===== src/rtl/gpio_irq_pkg.sv =====
package gpio_irq_pkg;

    localparam int DATA_W = 32;
    localparam int ADDR_W = 4;

    typedef enum logic [ADDR_W-1:0] {
        RA_DIR  = 4'd0,
        RA_OE   = 4'd1,
        RA_OUT  = 4'd2,
        RA_IN   = 4'd3,
        RA_BYP  = 4'd4,
        RA_MASK = 4'd5,
        RA_MSET = 4'd6,
        RA_MCLR = 4'd7,
        RA_STAT = 4'd8,
        RA_TYPE = 4'd9,
        RA_POL  = 4'd10,
        RA_ANY  = 4'd11
    } reg_addr_e;

    // per-pin detection setup
    typedef struct packed {
        logic byp;   // pin owned by alternate function
        logic lvl;   // 1: level, 0: edge
        logic pol;   // 1: high/rising, 0: low/falling
        logic any;   // edge mode: both edges
    } pin_mode_t;

    function automatic logic pin_event(input logic cur, input logic prv,
                                       input pin_mode_t m);
        logic rise, fall, edge_hit;
        rise     = cur & ~prv;
        fall     = ~cur & prv;
        edge_hit = m.any ? (rise | fall) : (m.pol ? rise : fall);
        if (m.byp)
            return 1'b0;
        return m.lvl ? (cur == m.pol) : edge_hit;
    endfunction

endpackage


===== src/rtl/gpio_sync.sv =====
module gpio_sync #(
    parameter int W = 16
) (
    input  logic         clk,
    input  logic         rst,
    input  logic [W-1:0] din,
    output logic [W-1:0] cur,
    output logic [W-1:0] prv
);
    logic [W-1:0] meta_q;

    always_ff @(posedge clk) begin
        if (rst) begin
            meta_q <= '0;
            cur    <= '0;
            prv    <= '0;
        end else begin
            meta_q <= din;
            cur    <= meta_q;
            prv    <= cur;
        end
    end
endmodule


===== src/rtl/gpio_pad_drv.sv =====
module gpio_pad_drv #(
    parameter int NPIN = 16
) (
    input  logic [NPIN-1:0] dir_in,
    input  logic [NPIN-1:0] oe,
    input  logic [NPIN-1:0] outv,
    input  logic [NPIN-1:0] byp,
    output logic [NPIN-1:0] pad_out,
    output logic [NPIN-1:0] pad_oe
);
    for (genvar i = 0; i < NPIN; i++) begin : g_pin
        always_comb begin
            pad_oe[i]  = ~byp[i] & ~dir_in[i] & oe[i];
            pad_out[i] = ~byp[i] & outv[i];
        end
    end
endmodule


===== src/rtl/gpio_irq_unit.sv =====
module gpio_irq_unit
    import gpio_irq_pkg::*;
#(
    parameter int NPIN = 16
) (
    input  logic                  clk,
    input  logic                  rst,
    input  logic      [NPIN-1:0]  cur,
    input  logic      [NPIN-1:0]  prv,
    input  pin_mode_t [NPIN-1:0]  mode,
    input  logic      [NPIN-1:0]  mask_set,
    input  logic      [NPIN-1:0]  mask_clr,
    input  logic                  stat_clr,
    input  logic      [NPIN-1:0]  stat_or,
    output logic      [NPIN-1:0]  status,
    output logic      [NPIN-1:0]  mask,
    output logic                  irq
);
    logic [NPIN-1:0] evt;

    for (genvar i = 0; i < NPIN; i++) begin : g_det
        assign evt[i] = pin_event(cur[i], prv[i], mode[i]);
    end

    always_ff @(posedge clk) begin
        if (rst) begin
            mask   <= '1;
            status <= '0;
        end else begin
            mask   <= (mask | mask_set) & ~mask_clr;
            // new events win over a clearing read in the same cycle
            status <= (stat_clr ? '0 : status) | evt | stat_or;
        end
    end

    assign irq = |(status & ~mask);
endmodule


===== src/rtl/gpio_irq_ctrl.sv =====
module gpio_irq_ctrl
    import gpio_irq_pkg::*;
#(
    parameter int NPIN = 16
) (
    input  logic              clk,
    input  logic              rst,
    input  logic              bus_wr,
    input  logic              bus_rd,
    input  logic [3:0]        bus_addr,
    input  logic [31:0]       bus_wdata,
    output logic [31:0]       bus_rdata,
    input  logic [NPIN-1:0]   pad_in,
    output logic [NPIN-1:0]   pad_out,
    output logic [NPIN-1:0]   pad_oe,
    output logic [NPIN-1:0]   alt_sel,
    output logic              irq
);
    reg_addr_e        addr;
    logic [NPIN-1:0]  wd;
    logic [NPIN-1:0]  dir_q, oe_q, out_q, byp_q, typ_q, pol_q, any_q;
    logic [NPIN-1:0]  cur_w, prv_w, mask_w, status_w;
    pin_mode_t [NPIN-1:0] mode_w;
    logic [NPIN-1:0]  rd_mux;

    assign addr = reg_addr_e'(bus_addr);
    assign wd   = bus_wdata[NPIN-1:0];

    if (NPIN < DATA_W) begin : g_hi
        logic unused_hi;
        assign unused_hi = |bus_wdata[DATA_W-1:NPIN];
    end

    always_ff @(posedge clk) begin
        if (rst) begin
            dir_q <= '1;
            oe_q  <= '0;
            out_q <= '0;
            byp_q <= '0;
            typ_q <= '0;
            pol_q <= '0;
            any_q <= '0;
        end else if (bus_wr) begin
            case (addr)
                RA_DIR:  dir_q <= wd;
                RA_OE:   oe_q  <= wd;
                RA_OUT:  out_q <= wd;
                RA_BYP:  byp_q <= wd;
                RA_TYPE: typ_q <= wd;
                RA_POL:  pol_q <= wd;
                RA_ANY:  any_q <= wd;
                default: ;
            endcase
        end
    end

    for (genvar i = 0; i < NPIN; i++) begin : g_mode
        assign mode_w[i] = '{byp: byp_q[i], lvl: typ_q[i],
                             pol: pol_q[i], any: any_q[i]};
    end

    gpio_sync #(.W(NPIN)) u_sync (
        .clk (clk),
        .rst (rst),
        .din (pad_in),
        .cur (cur_w),
        .prv (prv_w)
    );

    gpio_irq_unit #(.NPIN(NPIN)) u_irq (
        .clk      (clk),
        .rst      (rst),
        .cur      (cur_w),
        .prv      (prv_w),
        .mode     (mode_w),
        .mask_set ((bus_wr && addr == RA_MSET) ? wd : '0),
        .mask_clr ((bus_wr && addr == RA_MCLR) ? wd : '0),
        .stat_clr (bus_rd && addr == RA_STAT),
        .stat_or  ((bus_wr && addr == RA_STAT) ? wd : '0),
        .status   (status_w),
        .mask     (mask_w),
        .irq      (irq)
    );

    gpio_pad_drv #(.NPIN(NPIN)) u_pad (
        .dir_in  (dir_q),
        .oe      (oe_q),
        .outv    (out_q),
        .byp     (byp_q),
        .pad_out (pad_out),
        .pad_oe  (pad_oe)
    );

    assign alt_sel = byp_q;

    always_comb begin
        case (addr)
            RA_DIR:                    rd_mux = dir_q;
            RA_OE:                     rd_mux = oe_q;
            RA_OUT:                    rd_mux = out_q;
            RA_IN:                     rd_mux = cur_w;
            RA_BYP:                    rd_mux = byp_q;
            RA_MASK, RA_MSET, RA_MCLR: rd_mux = mask_w;
            RA_STAT:                   rd_mux = status_w;
            RA_TYPE:                   rd_mux = typ_q;
            RA_POL:                    rd_mux = pol_q;
            RA_ANY:                    rd_mux = any_q;
            default:                   rd_mux = '0;
        endcase
    end

    always_ff @(posedge clk) begin
        if (rst)
            bus_rdata <= '0;
        else if (bus_rd)
            bus_rdata <= DATA_W'(rd_mux);
    end
endmodule


===== config.mk =====
export PLATFORM = sky130hd
export DESIGN_NAME = gpio_irq_ctrl
export DESIGN_NICKNAME = d
export VERILOG_FILES = /design/src/rtl/gpio_irq_pkg.sv /design/src/rtl/gpio_sync.sv /design/src/rtl/gpio_pad_drv.sv /design/src/rtl/gpio_irq_unit.sv /design/src/rtl/gpio_irq_ctrl.sv
export SDC_FILE = /design/constraint.sdc
export NUM_CORES = 1
export LEC_CHECK = 0
export BUFFER_PORTS_ARGS = -buffer_cell sky130_fd_sc_hd__buf_2
export CORE_ASPECT_RATIO = 1.75
export CORE_MARGIN = 2
export CORE_UTILIZATION = 60
export CTS_CLUSTER_DIAMETER = 80
export DETAILED_ROUTE_END_ITERATION = 16
export PLACE_DENSITY_LB_ADDON = 0.15
export SYNTH_ARGS = -nofsm -noshare
export SYNTH_HDL_FRONTEND = slang
export SYNTH_SLANG_ARGS = --single-unit

===== constraint.sdc =====
create_clock -name clk -period 2.85 [get_ports clk]
set_clock_uncertainty 0.1 [all_clocks]
set_input_delay 0.285 -clock clk [delete_from_list [all_inputs] [get_ports clk]]
set_output_delay 0.285 -clock clk [all_outputs]
set_load 0.02 [all_outputs]

==> results of run 1 <==
-- cell usage after synthesis, types with 2 or more instances --
cell type    n  area share, %
a22oi_1     48            3.5
nor2_2       6           0.37
buf_4       24            1.8
o21bai_1    16            1.2
nand2b_1     7           0.43
and2_1      19            1.2
mux2_2      25            2.7
a22o_1       3           0.26
clkbuf_1    51            1.9
o41a_1       2           0.22
nand2_1    256            9.4
xnor2_1     16            1.4
buf_1        3           0.11
or2_1        3           0.18
o2bb2ai_1   17            1.5
a2bb2oi_1    7           0.60
a221oi_1     4           0.34
o21ai_0     74            3.6
buf_2       27            1.3
nor2b_1     52            3.2
a21oi_1    129            6.3
buf_6        4           0.44
o311ai_0     7           0.60
mux2i_1     20            2.0
nor3b_1     16            1.2
a221o_1      5           0.49
and3b_1      2           0.17
o32ai_1      2           0.17
nor3_1       3           0.15
o22ai_1     13           0.79
ha_1        32            3.9
nand3b_1    19            1.4
dfxtp_1    208             41
o31a_1      13            1.1
inv_1       49            1.8
nor2_1      50            1.8
-- layout make-up --
| type | count | area [um^2] |
|---|---|---|
| Clock inverter | 5 | 25.0 |
| Clock buffer | 30 | 619 |
| Timing Repair Buffer | 148 | 947 |
| Fill cell | 1469 | 5270 |
| Multi-Input combinational cell | 900 | 5370 |
| Inverter | 50 | 188 |
| Sequential cell | 208 | 4160 |
| Tap cell | 227 | 284 |
-- cells by family (layout without fill, tap and decap cells) --
| logic type | count (synthesis) | count (layout) | synth area share [%] |
|---|---|---|---|
| AND/OR/NAND/NOR | 445 | 445 | 20.6 |
| AO/OA/AOI/OAI | 345 | 345 | 21.1 |
| flip-flops | 208 | 208 | 40.7 |
| buffers and inverters | 160 | 233 | 7.38 |
| multiplexers | 46 | 46 | 4.93 |
| adder cells (fa/ha/maj) | 32 | 32 | 3.91 |
| XOR/XNOR | 16 | 16 | 1.37 |
| other | 1 | 16 | 0.0366 |
-- placed cells by master (no fill, tap or decap), types with 17 or more instances in the layout --
master,n
a21oi_1,129
a22oi_1,48
and2_1,19
buf_2,103
buf_4,24
clkbuf_16,21
dfxtp_1,208
ha_1,32
inv_1,49
mux2_2,25
mux2i_1,20
nand2_1,256
nand3b_1,19
nor2_1,50
nor2b_1,52
o21ai_0,74
o2bb2ai_1,17
-- worst max path at each step --
stage	from	to	slack, ps	cells past startpoint
finish	u_irq.mask[14]	irq	710	5
detailed placement	bus_addr[3]	u_irq.status[9]	470	5
global route	u_irq.mask[15]	irq	650	5
global placement	bus_addr[3]	u_irq.status[13]	520	5
CTS	u_irq.mask[14]	irq	710	5
floorplan	bus_addr[3]	oe_q[10]	1130	7
-- per-stage QoR --
stage	hold WS, ps	util [%]	cell area [um^2]	power, mW	std cells
finish	49.6	68.8	11600	6.29	1568
CTS	37.5	68.8	11600	6.30	1568
floorplan	313	-	10300	3.50	1268
global route	49.7	68.8	11600	6.47	1568
global placement	317	64.0	10800	3.67	1517
detailed placement	322	64.0	10800	3.68	1517
-- per-layer routing --
layer  vias up  GRT usage (%)  routed length (um)
met5         -              0                   0
met2       592           61.1               16400
met3       185           6.04                3000
met4         0           31.3                3550
li1       4403              -                   -
met1      4499           42.9               11300
-- power breakdown --
part           internal (mW)  total (mW)  leakage (nW)  switching [mW]
Clock                   1.50        2.63         0.325            1.13
Combinational          0.215       0.593          2.58           0.377
Sequential              2.98        3.06          1.69          0.0818
-- critical path: stages (launching register included) --
cell and delay (ps):
dfxtp_1 330, inv_1 70, a22o_1 230, a221oi_1 240, nand4_1 180, buf_2 200
==> results.json, run 1 <==
{
  "slew_headroom_pct": 43.3,
  "pin_count": 137,
  "post_cts_buffers": 0,
  "final_nets": 1416,
  "clockBufferDepth": 3,
  "dieArea_um2": 18200,
  "die_w_um": 103,
  "clk_pin_slew_ps": 60,
  "pre_cts_ws_ps": 467,
  "die_h_um": 177,
  "drive_gt1_share_pct": 15.2,
  "numCtsBuffers": 20,
  "rows": 63,
  "synth_area_per_cell_um2": 8.17,
  "grt_pass1_vias": 8880,
  "clock_latency_ps": 500,
  "post-route-period-util_pct": 75.1,
  "synthArstFlopShare_pct": 0,
  "period_needed_ps": 2140,
  "hold_start": "bus_wdata[1]",
  "vias": 9679,
  "dp_hpwl_mm": 23.8,
  "drc": 0,
  "htree_levels": 1,
  "worstPathRequired_ps": 2470,
  "critPathMaxFanout": 2,
  "setup_violations": 0,
  "cp-end-kind": "primary output",
  "fin_ws_ps": 710,
  "rrSetupSlack_ps": 1070,
  "timing.setup.tns_ps": 0,
  "status": "finished clean",
  "ys_ff_latch": 208,
  "areaGrowthSynthToFinish_pct": 13.3,
  "overflow": 0,
  "vias_per_cell": 6.17,
  "power_density_nw_per_um2": 542,
  "timing.rr.start": "u_sync.cur[8]",
  "timing.fmax_mhz": 467,
  "hold_path_class": "primary input to flop",
  "place_congestion": 0.990,
  "wl_per_cell_um": 21.8,
  "p_leak_nw": 4.59,
  "synth-edff-count": 0,
  "cts-root-buf": "clkbuf_16",
  "irDropWorstVdd_mv": 0.545,
  "rsz0062_at_grt": "false",
  "rr_endpoint": "u_irq.status[8]",
  "synth.distinct_cells": 57,
  "tightest_slew_ps": 850,
  "first_pass_iters": 5,
  "ant_nets": 0,
  "grt_usage_pct": 37.9,
  "cp-start-kind": "flop",
  "cts_tree": "done",
  "grt_max_degree": 85,
  "synth-main-ff-cell": "dfxtp_1",
  "drv_slew": 0,
  "whs_endpoint": "alt_sel[1]",
  "antenna_found_initial": 0,
  "ctsHoldBuffers": 16,
  "critPathKind": "flop to primary output",
  "hold_viol_final": 0,
  "cts_resized": 0,
  "synth_area_um2": 10200,
  "portBuffers": 104,
  "drv_cap": 0,
  "worst-endpoint-arrival_ps": 1760,
  "r2r_cells": 6,
  "start_util_pct": 60.7,
  "grt_pass1_wl_mm": 51.6,
  "ys_seq_area_share_pct": 40.7,
  "n_antenna_cell": 0,
  "syn_inst": 1253,
  "drtIter0Drc": 858,
  "clkSinkCount": 208,
  "min_path_cells": 3,
  "ys_warn_count": 0,
  "routed_wl_mm": 34.2,
  "core-area_um2": 16900
}
Power figures use the tool's default switching activity.
==> inputs of run 2 (changes only) <==
--- a/config.mk
+++ b/config.mk
@@ -8,7 +8,7 @@
 export BUFFER_PORTS_ARGS = -buffer_cell sky130_fd_sc_hd__buf_2
 export CORE_ASPECT_RATIO = 1.75
 export CORE_MARGIN = 2
-export CORE_UTILIZATION = 60
+export CORE_UTILIZATION = 52
 export CTS_CLUSTER_DIAMETER = 80
 export DETAILED_ROUTE_END_ITERATION = 16
 export PLACE_DENSITY_LB_ADDON = 0.15
==> constraint.sdc (replaced) <==
create_clock -name clk -period 1.9 [get_ports clk]
set_clock_uncertainty 0.1 [all_clocks]
set_input_delay 0.19 -clock clk [delete_from_list [all_inputs] [get_ports clk]]
set_output_delay 0.19 -clock clk [all_outputs]
set_load 0.02 [all_outputs]
==> run 2 against run 1 <==
Effect of this change:
- the run now ends with negative setup slack left
- combinational power increased by 70%
- clock-buffer cell count decreased by 4
- setup slack got worse by 820 ps
- final area increased by 6.9%
==> results.json, run 2 (synthesis gave the netlist of run 1 again) <==
{
  "slowest_delay_ps": 340,
  "wl_per_cell_um": 22.1,
  "clockBufferDepth": 3,
  "layout_commonest_cell": "nand2_1",
  "timing.fmax_mhz": 498,
  "core-area_um2": 19200,
  "nFillCells": 1705,
  "ant_nets": 0,
  "numCtsBuffers": 21,
  "dieArea_um2": 20900,
  "cp-start-kind": "flop",
  "grt_pass1_wl_mm": 55.0,
  "worstPathRequired_ps": 1610,
  "slew_headroom_pct": 42.2,
  "hold_viol_final": 0,
  "fin_ws_ps": -106,
  "first_pass_iters": 5,
  "place_congestion": 0.990,
  "start_util_pct": 53.3,
  "p_leak_nw": 5.01,
  "critPathMaxFanout": 2,
  "cts-root-buf": "clkbuf_16",
  "period_needed_ps": 2010,
  "setup_violations": 1,
  "path_cells": "inv_1 -> a221oi_2 -> nand4_1 -> buf_6",
  "post-route-period-util_pct": 106,
  "pin_count": 137,
  "rows": 67,
  "areaGrowthSynthToFinish_pct": 21.2,
  "min_path_cells": 5,
  "rr_endpoint": "u_irq.status[6]",
  "drive_gt1_share_pct": 19.5,
  "cp-end-kind": "primary output",
  "die_w_um": 110,
  "power.total_mw": 9.75,
  "drtIter0Drc": 802,
  "hold_path_class": "primary input to flop",
  "htree_levels": 1,
  "drv_cap": 0,
  "grt_pass1_vias": 9441,
  "rrSetupSlack_ps": 130,
  "power_density_nw_per_um2": 786,
  "vias_per_cell": 5.87,
  "hold_ws_ps": 156,
  "routed_wl_mm": 36.7,
  "final_nets": 1495,
  "critPathKind": "flop to primary output",
  "grt_usage_pct": 35.4,
  "whs_endpoint": "bus_rdata[13]",
  "portBuffers": 104,
  "worst-endpoint-arrival_ps": 1720,
  "clkSinkCount": 208,
  "cts_tree": "done",
  "grt_max_degree": 71,
  "antenna_found_initial": 0,
  "irDropWorstVdd_mv": 0.803,
  "hold_start": "bus_rd",
  "cp_num_buf_inv": 2,
  "die_h_um": 190,
  "critPathTopFamily": "flip-flops",
  "rsz0062_at_grt": "true",
  "clock_latency_ps": 520,
  "violations": "negative setup slack",
  "tightest_slew_ps": 861,
  "drc": 0,
  "layout_common_cells": "nand2_1 (256), dfxtp_1 (203), a21oi_1 (129)",
  "r2r_cells": 6,
  "clk_pin_slew_ps": 70,
  "dp_hpwl_mm": 26.7,
  "vias": 9742,
  "status": "finished with violations",
  "n_antenna_cell": 0,
  "overflow": 0,
  "timing.rr.start": "u_sync.cur[6]",
  "slowest_stage": "dfxtp_1",
  "drv_slew": 0
}
## run 2: cell types whose count changed in the layout (fill, tap and decap cells not counted), sizes merged
cell	previous run	this run
buf	132	193
bufinv	0	1
clkbuf	30	26
clkinv	6	7
clkinvlp	0	2
dlygate4sd3	16	33
inv	49	50
## run 2: repair_timing
action                     in CTS  in global routing
resized for setup               8                  3
hold buffers                   33                  0
pin swaps                       3                  2
setup endpoints to repair       1                  1
buffers inserted                1                  1
hold endpoints to repair      133                  0
## run 2: worst max-delay path by stage
stage	startpoint	end	slack [ps]	cells past startpoint
after floorplan	bus_addr[3]	oe_q[10]	270	7
after global placement	bus_addr[3]	bus_rdata[10]	50	7
after detailed placement	bus_addr[0]	bus_rdata[15]	30	6
after CTS	u_irq.status[11]	irq	-40	4
after global routing	u_irq.mask[11]	irq	-100	5
final	u_irq.mask[3]	irq	-110	4
## run 2: layout make-up
cell class / count / area (um^2) / area share (%)
clock buffers: 26 / 584 / 4.71
clock inverters: 10 / 87.6 / 0.706
inverters: 50 / 188 / 1.51
multi-input cells: 900 / 5390 / 43.5
flip-flops and latches: 208 / 4170 / 33.6
well taps: 241 / 302 / 2.43
repair buffers: 226 / 1680 / 13.6
## run 2: worst register-to-register path: cells and delay by family, from the launching register on
kind | cells | cell delay [ps]
AOI/OAI and AO/OA | 3 | 560
adders and majority gates | 1 | 210
buffers and inverters | 1 | 100
DFF | 1 | 440
muxes | 1 | 260
## run 2: power by group
part	switching [mW]	total, mW	internal, mW	leakage, nW
logic	0.597	1.01	0.415	2.99
clock network	1.81	4.13	2.32	0.331
registers	0.124	4.60	4.48	1.69
total	2.53	9.75	7.21	5.01
## run 2: through the flow
stage	util (%)	worst slack (ps)	TNS [ps]	area (um^2)	std cells
after global routing	64.6	-104	-104	12400	1661
final	64.6	-106	-106	12400	1661
after CTS	64.6	-41.3	-41.3	12400	1660
after detailed placement	59.2	34.8	0	11400	1590
after floorplan	-	274	0	10300	1268
after global placement	59.2	49.8	0	11400	1590
## run 2: layer usage
layer | global-route usage (%) | wire length [um] | part of all wire, %
met5 | 0 | 0 | 0
met4 | 27.8 | 3530 | 9.6
met3 | 4.18 | 2220 | 6.0
met2 | 60.2 | 18100 | 49
met1 | 38.8 | 12900 | 35
==> inputs of run 3 (changes only) <==
--- a/config.mk
+++ b/config.mk
@@ -6,7 +6,7 @@
 export NUM_CORES = 1
 export LEC_CHECK = 0
 export BUFFER_PORTS_ARGS = -buffer_cell sky130_fd_sc_hd__buf_2
-export CORE_ASPECT_RATIO = 1.75
+export CORE_ASPECT_RATIO = 0.7
 export CORE_MARGIN = 2
 export CORE_UTILIZATION = 52
 export CTS_CLUSTER_DIAMETER = 80
==> run 3 against run 2 <==
Effect of this change:
- the run still ends with negative setup slack left
- critical path depth increased by 1
- hold slack improved by 0.84 ps
- sequential share of layout area about the same
- clock-buffer cell count increased by 6
- die area decreased by 0.13%
- setup slack improved by 57 ps
- highest routed layer is now met5
==> results.json, run 3 (synthesis gave the netlist of run 1 again) <==
{
  "status": "finished with violations",
  "violations": "negative setup slack",
  "final_nets": 1487,
  "critPathKind": "flop to primary output",
  "cts_tree": "done",
  "dieArea_um2": 20800,
  "seqCellArea_um2": 4170,
  "start_util_pct": 53.7,
  "cp_num_buf_inv": 2,
  "r2r_cells": 6,
  "timing.rr.start": "u_sync.cur[11]",
  "drc": 0,
  "hold_viol_final": 0,
  "power_density_nw_per_um2": 794,
  "cp-end-kind": "primary output",
  "critPathTopFamily": "compound AO/OA/AOI/OAI gates",
  "clock_latency_ps": 510,
  "post-route-period-util_pct": 103,
  "p_leak_nw": 4.98,
  "irDropWorstVdd_mv": 0.688,
  "areaGrowthSynthToFinish_pct": 21.3,
  "dp_hpwl_mm": 25.2,
  "period_needed_ps": 1950,
  "hold_path_class": "primary input to flop",
  "layout_common_cells": "nand2_1 (256), dfxtp_1 (204), a21oi_1 (129)",
  "critPathMaxFanout": 3,
  "grt_max_degree": 55,
  "timing.setup.tns_ps": -49.8,
  "vias_per_cell": 5.86,
  "htree_levels": 1,
  "layout_commonest_cell": "nand2_1",
  "crit_start": "u_irq.mask[15]",
  "routed_wl_mm": 35.5,
  "n_antenna_cell": 0,
  "fin_ws_ps": -49.8,
  "rr_endpoint": "u_irq.status[11]",
  "nFillCells": 1708,
  "min_path_cells": 4,
  "die_w_um": 172,
  "antenna_found_initial": 3,
  "power.total_mw": 9.86,
  "clockBufferDepth": 3,
  "portBuffers": 104,
  "cp.depth": 5,
  "rows": 42,
  "grt_usage_pct": 33.7,
  "grt_pass1_vias": 9130,
  "endpoint": "irq",
  "ant_nets": 0,
  "numCtsBuffers": 21,
  "die_h_um": 121,
  "path_cells": "inv_1 -> a22o_1 -> a221oi_2 -> nand4_1 -> buf_6",
  "drv_cap": 0,
  "drive_gt1_share_pct": 18.8,
  "tightest_slew_ps": 1010,
  "worst-endpoint-arrival_ps": 1660,
  "place_congestion": 0.963,
  "multi_input_area_um2": 5400,
  "rsz0062_at_grt": "true",
  "setup_violations": 1,
  "wl_per_cell_um": 21.1,
  "overflow": 0,
  "slowest_stage": "dfxtp_2",
  "post_cts_buffers": 0,
  "cts-root-buf": "clkbuf_16",
  "worstPathRequired_ps": 1610,
  "pin_count": 137,
  "clkSinkCount": 208,
  "slew_headroom_pct": 32.6,
  "timing.fmax_mhz": 513,
  "rrSetupSlack_ps": 130,
  "core-area_um2": 19100,
  "final_core_util_pct": 65.1,
  "cp-start-kind": "flop",
  "grt_pass1_wl_mm": 52.7,
  "drv_slew": 0,
  "slowest_delay_ps": 350,
  "first_pass_iters": 5,
  "drtIter0Drc": 1196,
  "vias": 9832,
  "clk_pin_slew_ps": 60
}
[run 3: cell types whose count changed in the layout (fill, tap and decap cells not counted), moves of 2 or more]
cell and change:
buf_12 +2, buf_4 -10, clkinv_2 -3, o21ai_1 +3, nor3b_2 +2, clkbuf_1 +6, nor3b_1 -2, o21ai_0 -3
clkinvlp_4 -2
[run 3: routing by layer]
layer,share of wire [%],up-vias,track usage [%]
li1,-,4551,-
met1,44,4625,50.1
met2,41,589,47.5
met3,13,63,9.33
met4,2.3,4,9.11
met5,0.090,-,0
[run 3: where the power goes]
part	internal [mW]	switching (mW)	total, mW
clock	2.47	1.78	4.26
combinational	0.411	0.610	1.02
sequential	4.47	0.110	4.59
[run 3: worst min path at each step]
| stage | to | startpoint |
|---|---|---|
| 2_1_floorplan | u_sync.meta_q[0] | pad_in[0] |
| 3_3_place_gp | u_sync.meta_q[1] | pad_in[1] |
| 3_5_place_dp | u_sync.meta_q[2] | pad_in[2] |
| 4_1_cts | bus_rdata[0] | bus_addr[2] |
| 5_1_grt | bus_rdata[12] | bus_addr[2] |
| 6_report | bus_rdata[5] | bus_addr[2] |
[run 3: timing repair]
item                                   in CTS  in global routing
gates resized for setup                    10                  5
gates cloned                                0                  0
endpoints found under the hold margin     133                  0
pin swaps                                   3                  2
setup endpoints to repair                   2                  4
hold buffers                               33                  0
[run 3: metrics by stage]
step	hold slack [ps]	setup WS (ps)	std cells	cell area (um^2)
floorplan	218	274	1268	10300
global placement	300	-76.5	1607	11400
detailed placement	304	-60.6	1607	11400
CTS	154	-1.19	1677	12400
global route	178	-77.2	1677	12400
finish	157	-49.8	1677	12400
[run 3: cell type report]
type                       instances  share of cell area (%)
sequential                       208                    33.6
clock inverter                     5                   0.635
tap                              264                    2.66
multi-input combinational        900                    43.5
clock buffer                      32                    4.89
timing repair buffer             218                    13.3
inverter                          50                    1.51
[run 3: worst min-delay path: stages]
cell     delay (ps)
buf_2           140
buf_4           170
o22ai_1         110
o31a_1          120
